===== src/rtl/eic_pkg.sv =====
package eic_pkg;
    localparam int PRI_W  = 3;
    localparam int DATA_W = 8;
    localparam int ADDR_W = 2;
    localparam int SRC_W  = 2;

    localparam logic [SRC_W-1:0] SRC_NMI  = 2'd0;
    localparam logic [SRC_W-1:0] SRC_LVL  = 2'd1;
    localparam logic [SRC_W-1:0] SRC_EDG  = 2'd2;
    localparam logic [SRC_W-1:0] SRC_NONE = 2'd3;

    localparam logic [ADDR_W-1:0] A_CTRL  = 2'd0;
    localparam logic [ADDR_W-1:0] A_PRIO  = 2'd1;
    localparam logic [ADDR_W-1:0] A_ROUTE = 2'd2;

    typedef struct packed {
        logic             nmi_rise;
        logic             lvl_en;
        logic             edg_en;
        logic [PRI_W-1:0] lvl_pri;
        logic [PRI_W-1:0] edg_pri;
        logic             lvl_dtc;
        logic             edg_dtc;
    } cfg_t;
endpackage


===== src/rtl/eic_sync.sv =====
module eic_sync #(
    parameter int             N       = 3,
    parameter logic [N-1:0]   RST_VAL = '0
) (
    input  logic         clk,
    input  logic         rst_n,
    input  logic [N-1:0] pin,
    output logic [N-1:0] level,
    output logic [N-1:0] rise,
    output logic [N-1:0] fall
);
    typedef struct packed {
        logic [N-1:0] s1;
        logic [N-1:0] s2;
        logic [N-1:0] prev;
    } sync_t;

    sync_t st_d, st_q;

    always_comb begin
        st_d      = st_q;
        st_d.s1   = pin;
        st_d.s2   = st_q.s1;
        st_d.prev = st_q.s2;
    end

    always_ff @(posedge clk or negedge rst_n) begin
        if (!rst_n) st_q <= '{s1: RST_VAL, s2: RST_VAL, prev: RST_VAL};
        else        st_q <= st_d;
    end

    for (genvar i = 0; i < N; i++) begin : g_edge
        assign level[i] = st_q.s2[i];
        assign rise[i]  = st_q.s2[i] & ~st_q.prev[i];
        assign fall[i]  = ~st_q.s2[i] & st_q.prev[i];
    end
endmodule


===== src/rtl/eic_regs.sv =====
module eic_regs
    import eic_pkg::*;
(
    input  logic              clk,
    input  logic              rst_n,
    input  logic              wr,
    input  logic [ADDR_W-1:0] addr,
    input  logic [DATA_W-1:0] wdata,
    output logic [DATA_W-1:0] rdata,
    output cfg_t              cfg
);
    localparam int EDG_LSB = 4;

    cfg_t cfg_d, cfg_q;

    always_comb begin
        cfg_d = cfg_q;
        if (wr) begin
            unique case (addr)
                A_CTRL: begin
                    cfg_d.nmi_rise = wdata[0];
                    cfg_d.lvl_en   = wdata[1];
                    cfg_d.edg_en   = wdata[2];
                end
                A_PRIO: begin
                    cfg_d.lvl_pri = wdata[PRI_W-1:0];
                    cfg_d.edg_pri = wdata[EDG_LSB +: PRI_W];
                end
                A_ROUTE: begin
                    cfg_d.lvl_dtc = wdata[0];
                    cfg_d.edg_dtc = wdata[1];
                end
                default: ;
            endcase
        end
    end

    always_ff @(posedge clk or negedge rst_n) begin
        if (!rst_n) cfg_q <= '0;
        else        cfg_q <= cfg_d;
    end

    always_comb begin
        rdata = '0;
        unique case (addr)
            A_CTRL: begin
                rdata[0] = cfg_q.nmi_rise;
                rdata[1] = cfg_q.lvl_en;
                rdata[2] = cfg_q.edg_en;
            end
            A_PRIO: begin
                rdata[PRI_W-1:0]         = cfg_q.lvl_pri;
                rdata[EDG_LSB +: PRI_W]  = cfg_q.edg_pri;
            end
            A_ROUTE: begin
                rdata[0] = cfg_q.lvl_dtc;
                rdata[1] = cfg_q.edg_dtc;
            end
            default: rdata = '0;
        endcase
    end

    assign cfg = cfg_q;
endmodule


===== src/rtl/eic_pick.sv =====
module eic_pick
    import eic_pkg::*;
(
    input  logic             v_nmi,
    input  logic             v_lvl,
    input  logic [PRI_W-1:0] lvl_pri,
    input  logic             v_edg,
    input  logic [PRI_W-1:0] edg_pri,
    output logic             req,
    output logic [SRC_W-1:0] src
);
    always_comb begin
        if (v_nmi)                src = SRC_NMI;
        else if (v_lvl && v_edg)  src = (edg_pri > lvl_pri) ? SRC_EDG : SRC_LVL;
        else if (v_lvl)           src = SRC_LVL;
        else if (v_edg)           src = SRC_EDG;
        else                      src = SRC_NONE;
        req = v_nmi | v_lvl | v_edg;
    end
endmodule


===== src/rtl/ext_irq_ctrl.sv =====
module ext_irq_ctrl
    import eic_pkg::*;
(
    input  logic              clk,
    input  logic              rst_n,
    input  logic              nmi_pin,
    input  logic              lvl_pin_n,
    input  logic              edg_pin_n,
    input  logic              wdt_ovf,
    input  logic              wdt_en,
    input  logic              wdt_itv_mode,
    input  logic              reg_wr,
    input  logic [ADDR_W-1:0] reg_addr,
    input  logic [DATA_W-1:0] reg_wdata,
    output logic [DATA_W-1:0] reg_rdata,
    input  logic [PRI_W-1:0]  cpu_mask,
    output logic              cpu_req,
    output logic [SRC_W-1:0]  cpu_src,
    input  logic              cpu_ack,
    input  logic [SRC_W-1:0]  ack_src,
    output logic              mask_load,
    output logic [PRI_W-1:0]  new_mask,
    output logic              tr_clr,
    output logic              dtc_req,
    output logic [SRC_W-1:0]  dtc_src,
    input  logic              dtc_ack
);
    localparam int NPIN = 3;
    localparam int P_NMI = 0;
    localparam int P_LVL = 1;
    localparam int P_EDG = 2;
    localparam logic [NPIN-1:0] PIN_IDLE = 3'b110;

    typedef struct packed {
        logic             nmi_pend;
        logic             edg_pend;
        logic             mask_load;
        logic [PRI_W-1:0] new_mask;
        logic             tr_clr;
    } st_t;

    st_t  st_d, st_q;
    cfg_t cfg;

    logic [NPIN-1:0] pin_lvl, pin_rise, pin_fall;
    logic nmi_edge, lvl_act, edg_set, nmi_clr, edg_clr;
    logic cpu_v_lvl, cpu_v_edg, dtc_v_lvl, dtc_v_edg;

    eic_regs regs_i (
        .clk   (clk),
        .rst_n (rst_n),
        .wr    (reg_wr),
        .addr  (reg_addr),
        .wdata (reg_wdata),
        .rdata (reg_rdata),
        .cfg   (cfg)
    );

    eic_sync #(.N(NPIN), .RST_VAL(PIN_IDLE)) sync_i (
        .clk   (clk),
        .rst_n (rst_n),
        .pin   ({edg_pin_n, lvl_pin_n, nmi_pin}),
        .level (pin_lvl),
        .rise  (pin_rise),
        .fall  (pin_fall)
    );

    always_comb begin
        nmi_edge = cfg.nmi_rise ? pin_rise[P_NMI] : pin_fall[P_NMI];
        lvl_act  = (cfg.lvl_en & ~pin_lvl[P_LVL])
                 | (wdt_ovf & wdt_en & ~wdt_itv_mode);
        edg_set  = cfg.edg_en & pin_fall[P_EDG];

        cpu_v_lvl = lvl_act & ~cfg.lvl_dtc & (cfg.lvl_pri > cpu_mask);
        cpu_v_edg = st_q.edg_pend & ~cfg.edg_dtc & (cfg.edg_pri > cpu_mask);
        dtc_v_lvl = lvl_act & cfg.lvl_dtc;
        dtc_v_edg = st_q.edg_pend & cfg.edg_dtc;
    end

    eic_pick cpu_pick_i (
        .v_nmi   (st_q.nmi_pend),
        .v_lvl   (cpu_v_lvl),
        .lvl_pri (cfg.lvl_pri),
        .v_edg   (cpu_v_edg),
        .edg_pri (cfg.edg_pri),
        .req     (cpu_req),
        .src     (cpu_src)
    );

    eic_pick dtc_pick_i (
        .v_nmi   (1'b0),
        .v_lvl   (dtc_v_lvl),
        .lvl_pri (cfg.lvl_pri),
        .v_edg   (dtc_v_edg),
        .edg_pri (cfg.edg_pri),
        .req     (dtc_req),
        .src     (dtc_src)
    );

    always_comb begin
        st_d    = st_q;
        nmi_clr = cpu_ack && (ack_src == SRC_NMI);
        edg_clr = (cpu_ack && (ack_src == SRC_EDG))
               || (dtc_ack && (dtc_src == SRC_EDG));

        // a fresh edge in the accept cycle survives the clear
        st_d.nmi_pend = nmi_edge | (st_q.nmi_pend & ~nmi_clr);
        st_d.edg_pend = edg_set  | (st_q.edg_pend & ~edg_clr);

        st_d.mask_load = cpu_ack && (ack_src != SRC_NONE);
        st_d.tr_clr    = cpu_ack && ((ack_src == SRC_LVL) || (ack_src == SRC_EDG));
        if (cpu_ack) begin
            unique case (ack_src)
                SRC_NMI: st_d.new_mask = '1;
                SRC_LVL: st_d.new_mask = cfg.lvl_pri;
                SRC_EDG: st_d.new_mask = cfg.edg_pri;
                default: st_d.new_mask = st_q.new_mask;
            endcase
        end
    end

    always_ff @(posedge clk or negedge rst_n) begin
        if (!rst_n) st_q <= '0;
        else        st_q <= st_d;
    end

    assign mask_load = st_q.mask_load;
    assign new_mask  = st_q.new_mask;
    assign tr_clr    = st_q.tr_clr;
endmodule


===== config.mk =====
export PLATFORM = sky130hd
export DESIGN_NAME = ext_irq_ctrl
export DESIGN_NICKNAME = d
export VERILOG_FILES = /design/src/rtl/eic_pkg.sv /design/src/rtl/eic_sync.sv /design/src/rtl/eic_regs.sv /design/src/rtl/eic_pick.sv /design/src/rtl/ext_irq_ctrl.sv
export SDC_FILE = /design/constraint.sdc
export NUM_CORES = 1
export LEC_CHECK = 0
export ABC_AREA = 1
export CORE_MARGIN = 1.5
export CORE_UTILIZATION = 49
export CTS_CLUSTER_DIAMETER = 150
export CTS_CLUSTER_SIZE = 28
export DETAILED_ROUTE_END_ITERATION = 8
export GPL_ROUTABILITY_DRIVEN = 0
export PLACE_DENSITY_LB_ADDON = 0.12
export SLEW_MARGIN = 0
export SYNTH_ARGS = -nofsm -noshare
export SYNTH_HDL_FRONTEND = slang
export SYNTH_SLANG_ARGS = --single-unit

===== constraint.sdc =====
create_clock -name clk -period 2.7 [get_ports clk]
set_input_delay 0.54 -clock clk [delete_from_list [all_inputs] [get_ports clk]]
set_output_delay 0.54 -clock clk [all_outputs]
set_load 0.01 [all_outputs]

# ---- Word-level counts from Yosys, hierarchy flattened
# Cells that the tools add are included.
dict set report word_totals {
  register_bits 27
  input_bits 26
  wordCells 83
  output_inout_bits 19
}
dict set report classes {
  n_eq_ne 6
  bitwise_logic 30
  reduce_logical 16
  mux 13
  order_cmp 3
}
# operator n
set ops {}
lappend ops {{$and 1x1->1} 15}
lappend ops {{$mux 2} 6}
lappend ops {{$gt 3x3->1} 3}
lappend ops {{$not 1->1} 9}
lappend ops {{$pmux 3 s3} 1}
lappend ops {{$reduce_and 2->1} 4}
lappend ops {{$logic_and 1x1->1} 7}
lappend ops {{$eq 2x2->1 const B} 3}
lappend ops {{$or 1x1->1} 6}
lappend ops {{$pmux 2 s3} 1}
lappend ops {{$eq 2x1->1 const B} 2}
lappend ops {{$logic_not 2->1} 2}
lappend ops {{$mux 1} 3}
lappend ops {{$mux 3} 1}
lappend ops {{$reduce_bool 3->1} 1}
lappend ops {{$logic_or 1x1->1} 2}
lappend ops {{$ne 2x2->1 const B} 1}
lappend ops {{$pmux 1 s2} 1}

# ---- Longest topological paths before layout
# Gate-level depths: netlist of the first run.
dict set report depth {
  word_depth 12
  depth_mapped 10
  mapped_depth_nobuf 10
}

# ---- Cells and area by module
# From an unflattened synthesis of the first run, not the netlist that was laid out.
dict set report unflattened {
  cells_unflattened 233
  hier_area_um2 1726.7
}
# mod seq_area_each_um2 n_inst cells_each area_each_um2
set by_module_without_submodules {}
lappend by_module_without_submodules {ext_irq_ctrl 175.2 1 91 611.8}
lappend by_module_without_submodules {eic_regs 275.3 1 74 586.8}
lappend by_module_without_submodules {eic_sync 232.7 1 24 300.3}
lappend by_module_without_submodules {eic_pick 0.0 2 22 113.9}

# ---- Worst setup path before layout of the first run
# OpenSTA, ideal clock, no wires.
dict set report synth_timing {
  kind {in2out}
  from {in cpu_mask[2]}
  to {out cpu_req}
  arrival_ps 1452
  required_time_ps 2160
  slack_ps 708
  path_stages 7
  n_path_buf 0
  cell_sequence {inv_1 -> ha_1 -> a21oi_1 -> o21ai_0 -> nand2_1 -> nand2_1 -> or2_1}
}
dict set report synth_via {
  elab_chain_cells 4
}
# element line_no
set synth_lines {}
lappend synth_lines {{from (decl)} ext_irq_ctrl.sv:16} ;# input logic [PRI_W-1:0] cpu_mask,
lappend synth_lines {{$gt 3x3->1} ext_irq_ctrl.sv:74} ;# cpu_v_lvl = lvl_act & ~cfg.lvl_dtc & (cfg.lvl_pri > cpu_mask);
lappend synth_lines {{$and 1x1->1} ext_irq_ctrl.sv:74}
lappend synth_lines {{$or 1x1->1} eic_pick.sv:18} ;# req = v_nmi | v_lvl | v_edg;
lappend synth_lines {{$or 1x1->1 (*)} eic_pick.sv:18}
lappend synth_lines {{to (decl)} ext_irq_ctrl.sv:17} ;# output logic cpu_req,
# Mark *: on every way between the ends. The rest lies on a longest branch, timed or not.

# ---- Worst setup path in the final report of the first run
dict set report layout_timing {
  from {in wdt_itv_mode}
  to {out dtc_req}
}
dict set report layout_via {
  elab_chain_cells 5
}
# element line_no
set layout_lines {}
lappend layout_lines {{from (decl)} ext_irq_ctrl.sv:11} ;# input logic wdt_itv_mode,
lappend layout_lines {{$not 1->1} ext_irq_ctrl.sv:71} ;# | (wdt_ovf & wdt_en & ~wdt_itv_mode);
lappend layout_lines {{$and 1x1->1} ext_irq_ctrl.sv:71}
lappend layout_lines {{$or 1x1->1} ext_irq_ctrl.sv:71}
lappend layout_lines {{$and 1x1->1} ext_irq_ctrl.sv:76} ;# dtc_v_lvl = lvl_act & cfg.lvl_dtc;
lappend layout_lines {{$or 1x1->1} eic_pick.sv:18}
lappend layout_lines {{to (decl)} ext_irq_ctrl.sv:24} ;# output logic dtc_req,
# Every way passes these cells.

==> metrics.txt, run 1 <==
Total Routed Length=3370 µm; post-synthesis register bit count=26; grt ovf=0; Total Power=0.00113 W; Yosys cell types=25; Max stage delay on crit path=490 ps; num rows=19; commonest non-fill, non-tap cell in the layout=nand2_1; pin count of the biggest net entering global routing=27; clk root buf=clkbuf_4; Buffers on Ports=40; maximum clock insertion buffer count=2; max frequency=between 300 and 400 MHz; Buf/Inv on CP=3; most frequent CP cell=clkdlybuf4s50_1; hold_buf cts=0; Hold Crit Start=sync_i.st_d[3]; worst flop-to-flop path startpoint=regs_i.cfg[6]; Crit Path Max Fanout=3; internal power=0.000782 W; DR vias=approximately 1300; initial antenna violation count=0; Final Slew Violations=0; Layout area overhead=41.7%; net switching power=0.000351 W; CTS buffer count=3; Synth Area in XOR/XNOR=0; RSZ-0062 raised after global routing=false; final setup fails=0; CP Data Arrival Time=2040 ps; status=completed; Sink Count=26; Crit Path Class=primary input to output pin; Final Hold Vio Count=0; CTS tree=yes; GR Util All Layers=0.215; NumNets Final=~250; Avg Inst Size Synth=8.56 µm²; First-pass DRT Iterations=4; Starting Density=0.514; First DRT Iteration DRCs=39; maximum VDD drop=0.492 mV; Placement Cell Area=1810 µm²; warnings from Yosys=0; sw frac=0.310; Die Height=~57 µm; DRC errors left=0; Critical Path End Type=output pin; CP max stage cell=clkdlybuf4s50_1; Clock power frac=0.232; final instance area=1990 µm²; CP required=2160 ps; die width=~57 µm; Comb power frac=0.341; clock skew=2.56 ps; Cell Area, Synth=1400 µm²; commonest cells after routing, fill and taps aside=nand2_1 (34), clkdlybuf4s50_1 (30), inv_1 (22); cell count after synthesis=164; htree depth=1; final critical-path share of the clock period=0.956; Worst setup SP type=primary input; DIE AREA=3200 µm²; Leak Pwr=0.982 nW; first-pass GRT wire length=5390 µm; ANT nets after route=0; Synth Area in Compound Gates=0.112; mux contribution to synthesized area=0; post-synthesis sequential area ratio=0.468; simple-gate share of the synthesized area=0.200; clock latency on the worst-skew pair=between 300 and 400 ps; DP HPWL=2490 µm; number of top-level pins=45; total core area=2730 µm²; CP top delay family=buffers and inverters; Worst Setup SP=wdt_itv_mode; vias in the first global route=1287; share of layout cells above drive strength 1=0.177; Max-cap violations=0; P per Cell Area=570 nW/µm²; largest family of logic cells by synthesized area=simple AND/OR/NAND/NOR gates; Via density=approximately 5.3; HP Class=flip-flop to flip-flop; sequential share of power=0.427; Post-Synth Adder-Cell Area=0.116; clock transition at the registers of the reported paths=~140 ps; min Tclk post-route=2580 ps; DR WL/cell=14.0 µm; worst-path cell chain=clkdlybuf4s50_1 > inv_1 > nand3_1 > a21oi_1 > or2_2 > clkdlybuf4s50_1; ant diodes=0
[kinds of logic (layout without fill, tap and decap cells)]
family	count (synthesis)	count (layout)
other	1	2
adder cells (fa/ha/maj)	13	13
AND/OR/NAND/NOR	65	65
buffers and inverters	31	75
flip-flops	26	26
AO/OA/AOI/OAI	28	28
[sequential cells by signal, indices dropped and copies added (netlist names)]
| name | cells |
|---|---|
| tr_clr | 1 |
| sync_i.level | 3 |
| mask_load | 1 |
| sync_i.st_q | 2 |
| sync_i.st_d | 3 |
| new_mask | 3 |
| st_q | 2 |
| regs_i.cfg | 11 |
[final timing paths]
path	end	slack [ps]	cells past startpoint
worst max-delay path	dtc_req	120	6
worst min-delay path	sync_i.level[0]	370	0
worst max register to register	st_q[5]	1150	9
worst min register to register	sync_i.level[0]	370	0
max in group asynchronous	sync_i.level[1]	1830	2
min in group asynchronous	regs_i.cfg[3]	570	2
[synth_stat cells]
library cell / number / area (µm²)
o21ai_1: 3 / 15.0
conb_1: 1 / 3.75
inv_1: 25 / 93.8
a31oi_1: 3 / 18.8
or2_2: 1 / 6.26
nand3b_1: 1 / 7.51
buf_4: 5 / 37.5
o21ai_0: 8 / 40.0
nor3b_1: 1 / 7.51
a21oi_2: 1 / 8.76
or3b_2: 1 / 8.76
or2_1: 1 / 6.26
nor3_1: 1 / 5.00
ha_1: 13 / 163
a21oi_1: 10 / 50.1
nand4_1: 1 / 6.26
or2_0: 1 / 6.26
dfstp_2: 5 / 131
a21boi_0: 1 / 7.51
buf_6: 1 / 11.3
nor2_1: 12 / 45.0
nand3_1: 10 / 50.1
o221ai_1: 2 / 17.5
dfrtp_1: 21 / 526
nand2_1: 35 / 131
[per-stage QoR]
step	setup slack [ps]	util	TNS, ps	hold WS (ps)	std cells
after floorplan	708	-	0	244	165
after global placement	-297	0.660	-816	333	231
after detailed placement	-381	0.660	-1070	337	231
after CTS	-56.3	0.697	-56.3	369	236
after global routing	27.8	0.728	0	371	240
final	118	0.728	0	366	240
[repair_timing]
action	4_1_cts	5_1_grt
setup buffers	1	4
endpoints found under the setup margin	5	8
resized for setup	21	17
gates cloned	0	0
pin swaps	2	4
[power groups by stage]
stage	sequential [W]	clock (W)	combinational (W)
6_report	0.000484	0.000263	0.000387
5_1_grt	0.000490	0.000283	0.000423
3_5_place_dp	0.000488	0	0.000332
2_1_floorplan	0.000475	0	0.000191
3_3_place_gp	0.000487	0	0.000316
4_1_cts	0.000485	0.000268	0.000348
[layout make-up]
class                      instances  area, µm²
fill                             217        744
multi-input combinational        108        697
sequential                        26        659
timing repair buffer              46        448
inverter                          25       93.8
tap                               31       38.8
clock inverter                     1       30.0
clock buffer                       3       22.5
[routing by layer]
layer	track usage	wire, µm	up-vias
met5	0	0	-
met4	0.105	112	0
met3	0.0461	195	11
met2	0.380	1730	54
met1	0.242	1330	591
li1	-	-	615
No activity file was read; power rests on OpenSTA's default activity.
==> run 2: changes to the inputs <==
- ABC_AREA: 1 -> default
==> run 2 against run 1 <==
- sequential cell count unchanged
- global-route usage down 1.8 points
- power up 4.8%
- synthesized cell count down 20%
- largest cell class unchanged
==> metrics.txt, run 2 <==
GR Util All Layers=0.197 (-0.0176); max frequency=386 MHz (-0.41%); internal power=0.000846 W (+8.1%); grt ovf=0 (unchanged); commonest non-fill, non-tap cell in the layout=clkdlybuf4s50_1; Final Hold Vio Count=0 (unchanged); CP max stage cell=dfrtp_1; max reg flops=11 (unchanged); Starting Density=0.514 (+0.000564); num rows=19 (unchanged); Buffers on Ports=40 (unchanged); final setup fails=0 (unchanged); Comb power frac=0.369 (+0.028); async set-or-reset flop fraction in the synthesized netlist=1.00 (unchanged); clk root buf=clkbuf_4; P per Cell Area=591 nW/µm² (+3.7%); Die Height=56.8 µm (+0.46%); ant diodes=0 (unchanged); Non-Filler Instances=211 (-12%); die width=56.8 µm (+0.46%); final critical-path share of the clock period=0.960 (+0.00395); area of the multi-input gates=752 µm² (+7.9%); pin count of the biggest net entering global routing=27 (unchanged); min Tclk post-route=2590 ps (+10.7 ps); register area=657 µm² (-0.38%); Cell Area, Synth=1420 µm² (+0.98%); number of top-level pins=45 (unchanged); Placement Cell Area=1860 µm² (+2.8%); CP Data Arrival Time=2050 ps (about the same); R2R setup slack=1140 ps (about the same); First DRT Iteration DRCs=21 (-46%); Synth area leader=dfrtp_1; DRC errors left=0 (unchanged); Max-cap violations=0 (unchanged); setup TNS=0 ps (unchanged); total core area=2760 µm² (+0.87%); vias in the first global route=1112 (-14%); Worst setup SP type=flip-flop; Total Routed Length=3010 µm (-11%); Top FF cell, synth=dfrtp_1; CP required=2160 ps (about the same); first-pass GRT wire length=4930 µm (-8.4%); clock skew=2.75 ps (+0.187 ps); Avg Inst Size Synth=10.8 µm² (+26%); DP HPWL=2320 µm (-7.0%); net switching power=0.000342 W (-2.7%); htree depth=1 (unchanged); share of layout cells above drive strength 1=0.272 (+0.0952); maximum clock insertion buffer count=2 (unchanged); top post-synthesis cells by area=dfrtp_1 (37%), ha_1 (11%), dfstp_2 (9.3%), mux2_2 (7.9%), buf_4 (3.2%); Clock power frac=0.219 (-0.013); placed cells=202 (-13%); warnings from Yosys=0 (unchanged); leading cell types by count after synthesis=dfrtp_1 (21), ha_1 (13), nand2_1 (12), mux2_2 (10), inv_1 (9); cell count after synthesis=131 (-20%); RSZ-0062 raised after global routing=false; Final Slew Violations=0 (unchanged); clock transition at the registers of the reported paths=140 ps (about the same); final instance area=2010 µm² (+1.1%); top-area cell type share of the netlist area=0.371 (-0.00363); CTS tree=yes; Via density=5.24 (-1.0%); hold slack=364 ps (-1.72 ps); Sink Count=26 (unchanged); sw frac=0.288 (-0.0220); ANT nets after route=0 (unchanged); Setup WS post-layout=107 ps (-10.7 ps); post-synthesis register bit count=26 (unchanged); DIE AREA=3220 µm² (+0.92%); initial antenna violation count=0 (unchanged); post-synthesis sequential area ratio=0.463 (-0.00454); Yosys cell types=32 (+28%); Setup WS pre-CTS=-550 ps (-169 ps); Crit Path Max Fanout=3 (unchanged); worst-path cell chain=buf_4 > ha_4 > nor2b_2 > nor3_2 > nor4b_2 > or3_1 > buf_2; status=completed; Leak Pwr=0.917 nW (-6.7%); Post-synth EDFFs=0 (unchanged); maximum VDD drop=0.478 mV (-2.7%); commonest cells after routing, fill and taps aside=clkdlybuf4s50_1 (30), dfrtp_1 (21), nand2_1 (12); Layout area overhead=41.8% (about the same); fillcell total=225 (+3.7%); DR WL/cell=14.2 µm (+1.6%); Max stage delay on crit path=420 ps (-70 ps); Crit Path Class=flip-flop to output pin; HP Class=flip-flop to flip-flop; clock latency on the worst-skew pair=310 ps (about the same); Critical Path End Type=output pin; DR vias=1106 (-13%); NumNets Final=220 (-12%); CTS buffer count=3 (unchanged); sequential share of power=0.412 (-0.015); hold_buf cts=0 (unchanged); most frequent cell after synthesis=dfrtp_1; First-pass DRT Iterations=4 (unchanged)
==> run 2: layout make-up <==
cell class,instances,area share
Clock inverter,1,0.0149
Multi-Input combinational cell,90,0.374
Inverter,9,0.0168
Timing Repair Buffer,51,0.237
Clock buffer,3,0.0112
Sequential cell,26,0.327
Tap cell,31,0.0193
==> run 2: through the flow <==
stage,utilization,power (W)
final,0.729,0.00119
after global placement,0.673,0.000863
after detailed placement,0.673,0.000883
after global routing,0.729,0.00126
after CTS,0.718,0.00119
after floorplan,-,0.000703
==> run 2: power by group through the flow <==
stage	logic [W]	clock network [W]	registers, W
after floorplan	0.000215	0	0.000487
after detailed placement	0.000384	0	0.000499
final	0.000439	0.000260	0.000489
after CTS	0.000424	0.000271	0.000492
after global placement	0.000367	0	0.000496
after global routing	0.000482	0.000282	0.000496
==> run 2: kinds of logic (layout without fill, tap and decap cells) <==
family | Yosys count | in the layout | synth area share
other cells | 1 | 2 | 0.00265
compound gates | 24 | 24 | 0.108
buf+inv | 16 | 64 | 0.0582
flops | 26 | 26 | 0.463
mux | 13 | 13 | 0.101
simple gates | 38 | 38 | 0.153
fa+ha+maj | 13 | 13 | 0.115
==> run 2: metal layers <==
metal,routed length [µm],GRT usage,part of all wire,up-vias
met5,0,0,0,-
li1,-,-,-,541
met1,1350,0.253,0.45,526
met2,1510,0.344,0.50,35
met4,44,0.0532,0.015,0
met3,109,0.0323,0.036,4
==> run 2: worst paths after layout <==
kind,start,endpoint,cells past startpoint
worst max-delay path,regs_i.cfg[3],cpu_req,7
worst min-delay path,sync_i.st_d[3],sync_i.level[0],0
worst max register to register,regs_i.cfg[3],st_q[5],7
worst min register to register,sync_i.st_d[3],sync_i.level[0],0
max in group asynchronous,rst_n,sync_i.st_d[4],2
min in group asynchronous,rst_n,regs_i.cfg[2],2
==> run 2: critical path, delay by kind of cell, from the launching register on <==
kind,cells,cell delay [ps]
buffers and inverters,2,300
adder cells (fa/ha/maj),1,230
flip-flops,1,420
AND/OR/NAND/NOR,4,790
==> run 2: repair_timing <==
| action | 4_1_cts | 5_1_grt |
|---|---|---|
| cloned | 0 | 0 |
| setup buffers | 3 | 2 |
| endpoints found under the setup margin | 5 | 5 |
| pin swaps | 7 | 2 |
| resized for setup | 25 | 5 |
==> run 3: changes to the inputs <==
- CORE_UTILIZATION: 49 -> 41
- GPL_TIMING_DRIVEN: default -> 0
- clock period: 2.7 -> 2.1 ns (I/O delays scaled with it)
==> run 3 against run 2 <==
- the flow now finishes with violations (setup timing)
- utilization decreased by 9.2 points
- cell area rose by 5.8%
- sequential share of layout area is 1.7 points lower
- power rose by 36%
- global-route usage shrank 1.6 points
- non-clock buffer count grew 9
- clock-buffer cell count did not move
- sequential power increased by 31%
- largest cell class unchanged
- largest power group unchanged
==> metrics.txt, run 3 (synthesis results as in run 2) <==
pin count of the biggest net entering global routing=27 (unchanged); clock skew=10.6 ps (+7.84 ps); fin util=0.637 (-0.0917); Die Height=61.8 µm (+8.8%); vias in the first global route=1114 (+0.18%); Slew @ Worst Pin=1130 ps; DP HPWL=2280 µm (-1.5%); Crit Path Max Fanout=2 (-1); GR Util All Layers=0.182 (-0.0157); max reg flops=11 (unchanged); htree depth=1 (unchanged); Clock power frac=0.212 (-0.007); First-pass DRT Iterations=4 (unchanged); P per Cell Area=762 nW/µm² (+29%); NumNets Final=229 (+4.1%); clock transition at the registers of the reported paths=130 ps (about the same); share of layout cells above drive strength 1=0.370 (+0.0981); CTS tree=yes; sequential share of power=0.397 (-0.015); Non-Filler Instances=235 (+11%); CP Data Arrival Time=2060 ps (about the same); final instance area=2130 µm² (+5.8%); DR WL/cell=13.2 µm (-7.2%); net switching power=0.000480 W (+40%); Via density=4.81 (-8.3%); sw frac=0.296 (+0.00813); internal power=0.00114 W (+35%); ANT nets after route=0 (unchanged); Hold Path End=sync_i.level[2]; Total Power=0.00162 W (+36%); maximum VDD drop=0.487 mV (+2.0%); Levels on crit path=8 (+1); Max stage delay on crit path=430 ps (about the same); First DRT Iteration DRCs=25 (+19%); num rows=21 (+2); max frequency=404 MHz; R2R setup slack=400 ps (-740 ps); relative slew slack=0.242; Critical Path End Type=output pin; DRC errors left=0 (unchanged); ant diodes=0 (unchanged); CP required=1680 ps (-480 ps); clock latency on the worst-skew pair=330 ps (+20 ps); Setup WS post-layout=-376 ps (-483 ps); clk root buf=clkbuf_4; maximum clock insertion buffer count=2 (unchanged); Worst setup SP type=flip-flop; Starting Density=0.425 (-0.0892); worst flop-to-flop path startpoint=regs_i.cfg[6]; CP top delay family=simple AND/OR/NAND/NOR gates; Comb power frac=0.391 (+0.022); R2R depth=10 (+3); worst-path cell chain=buf_6 > ha_4 > nor2b_4 > nor3_4 > nor4b_4 > buf_4 > or3_1 > buf_2; commonest cells after routing, fill and taps aside=clkdlybuf4s50_1 (24), dfrtp_1 (20), buf_4 (16); grt ovf=0 (unchanged); DIE AREA=3820 µm² (+18%); first-pass GRT wire length=4980 µm (+0.97%); total core area=3340 µm² (+21%); number of top-level pins=45 (unchanged); Final Hold Vio Count=0 (unchanged); RSZ-0062 raised after global routing=true; CP max stage cell=dfrtp_1; Leak Pwr=1.01 nW (+10%); Buf/Inv on CP=3 (+1); status=complete, but fails checks; min Tclk post-route=2480 ps; commonest non-fill, non-tap cell in the layout=clkdlybuf4s50_1; r2r endpoint=st_q[5]; initial antenna violation count=0 (unchanged); CTS buffer count=3 (unchanged); placed cells=217 (+7.4%); hold_buf cts=0 (unchanged); Crit Path Class=flip-flop to output pin; die width=61.8 µm (+8.8%); final critical-path share of the clock period=1.18; final setup fails=5 (+5); HP Class=flip-flop to flip-flop; worst hold stages=0 (unchanged); Buffers on Ports=39 (-2.5%); Sink Count=26 (unchanged); DR vias=1130 (+2.2%); Hold Crit Start=sync_i.st_d[5]; Placement Cell Area=1870 µm² (+0.67%); Max-cap violations=0 (unchanged); Total Routed Length=3110 µm (+3.3%); failing checks=setup timing; Final Slew Violations=0 (unchanged); Layout area overhead=50.0%
run 3: cell count changes in the layout (fill, tap and decap cells not counted), sizes merged:
cell           previous run  this run
clkdlybuf4s50            30        24
clkdlybuf4s15             1         0
dlygate4sd2               4         6
buf                      13        25
clkbuf                    3         5
run 3: metrics by stage:
step           TNS (ps)  setup WS [ps]  hold slack (ps)
6_report          -1390           -376              366
5_1_grt           -1940           -461              370
4_1_cts           -1540           -394              367
3_5_place_dp      -4580           -892              347
3_3_place_gp      -4200           -843              333
2_1_floorplan         0           95.1              124
run 3: layout make-up:
class,count,area (µm²)
clock buffers,3,22.5
flip-flops and latches,26,658
repair buffers,53,480
clock inverters,1,30.0
fillers,287,1210
inverters,9,36.3
plain buffers,7,48.8
multi-input cells,90,793
well taps,46,57.6
run 3: power by group through the flow:
stage	registers (W)	clock network, W	logic, W
after floorplan	0.000627	0	0.000277
after global placement	0.000649	0	0.000455
after detailed placement	0.000651	0	0.000470
after CTS	0.000640	0.000353	0.000605
after global routing	0.000654	0.000378	0.000696
final	0.000643	0.000344	0.000634
run 3: per-layer routing:
layer | GRT usage | part of all wire
met1 | 0.225 | 0.44
met2 | 0.311 | 0.50
met3 | 0.0352 | 0.052
met4 | 0.0729 | 0.0097
met5 | 0 | 0
run 3: worst reg2reg max path, cell delays in order, from the launching register on:
cell     delay [ps]
dfrtp_1         420
buf_6           130
inv_4            50
ha_4            190
nor2b_1         120
o21a_1          170
o21ai_2         140
buf_4           140
buf_4           100
a21oi_1          50
o21ai_0         130
run 3: what timing repair did:
item	in CTS	in global routing
cloned	0	0
buffers inserted	13	1
setup endpoints to repair	11	9
gates resized for setup	51	11
pin swaps	13	7
run 3: worst max path at each step:
stage,start,end
detailed placement,cpu_mask[1],cpu_req
floorplan,cpu_mask[1],cpu_req
global route,regs_i.cfg[3],cpu_req
CTS,regs_i.cfg[6],cpu_req
finish,regs_i.cfg[3],cpu_req
global placement,cpu_mask[1],cpu_req
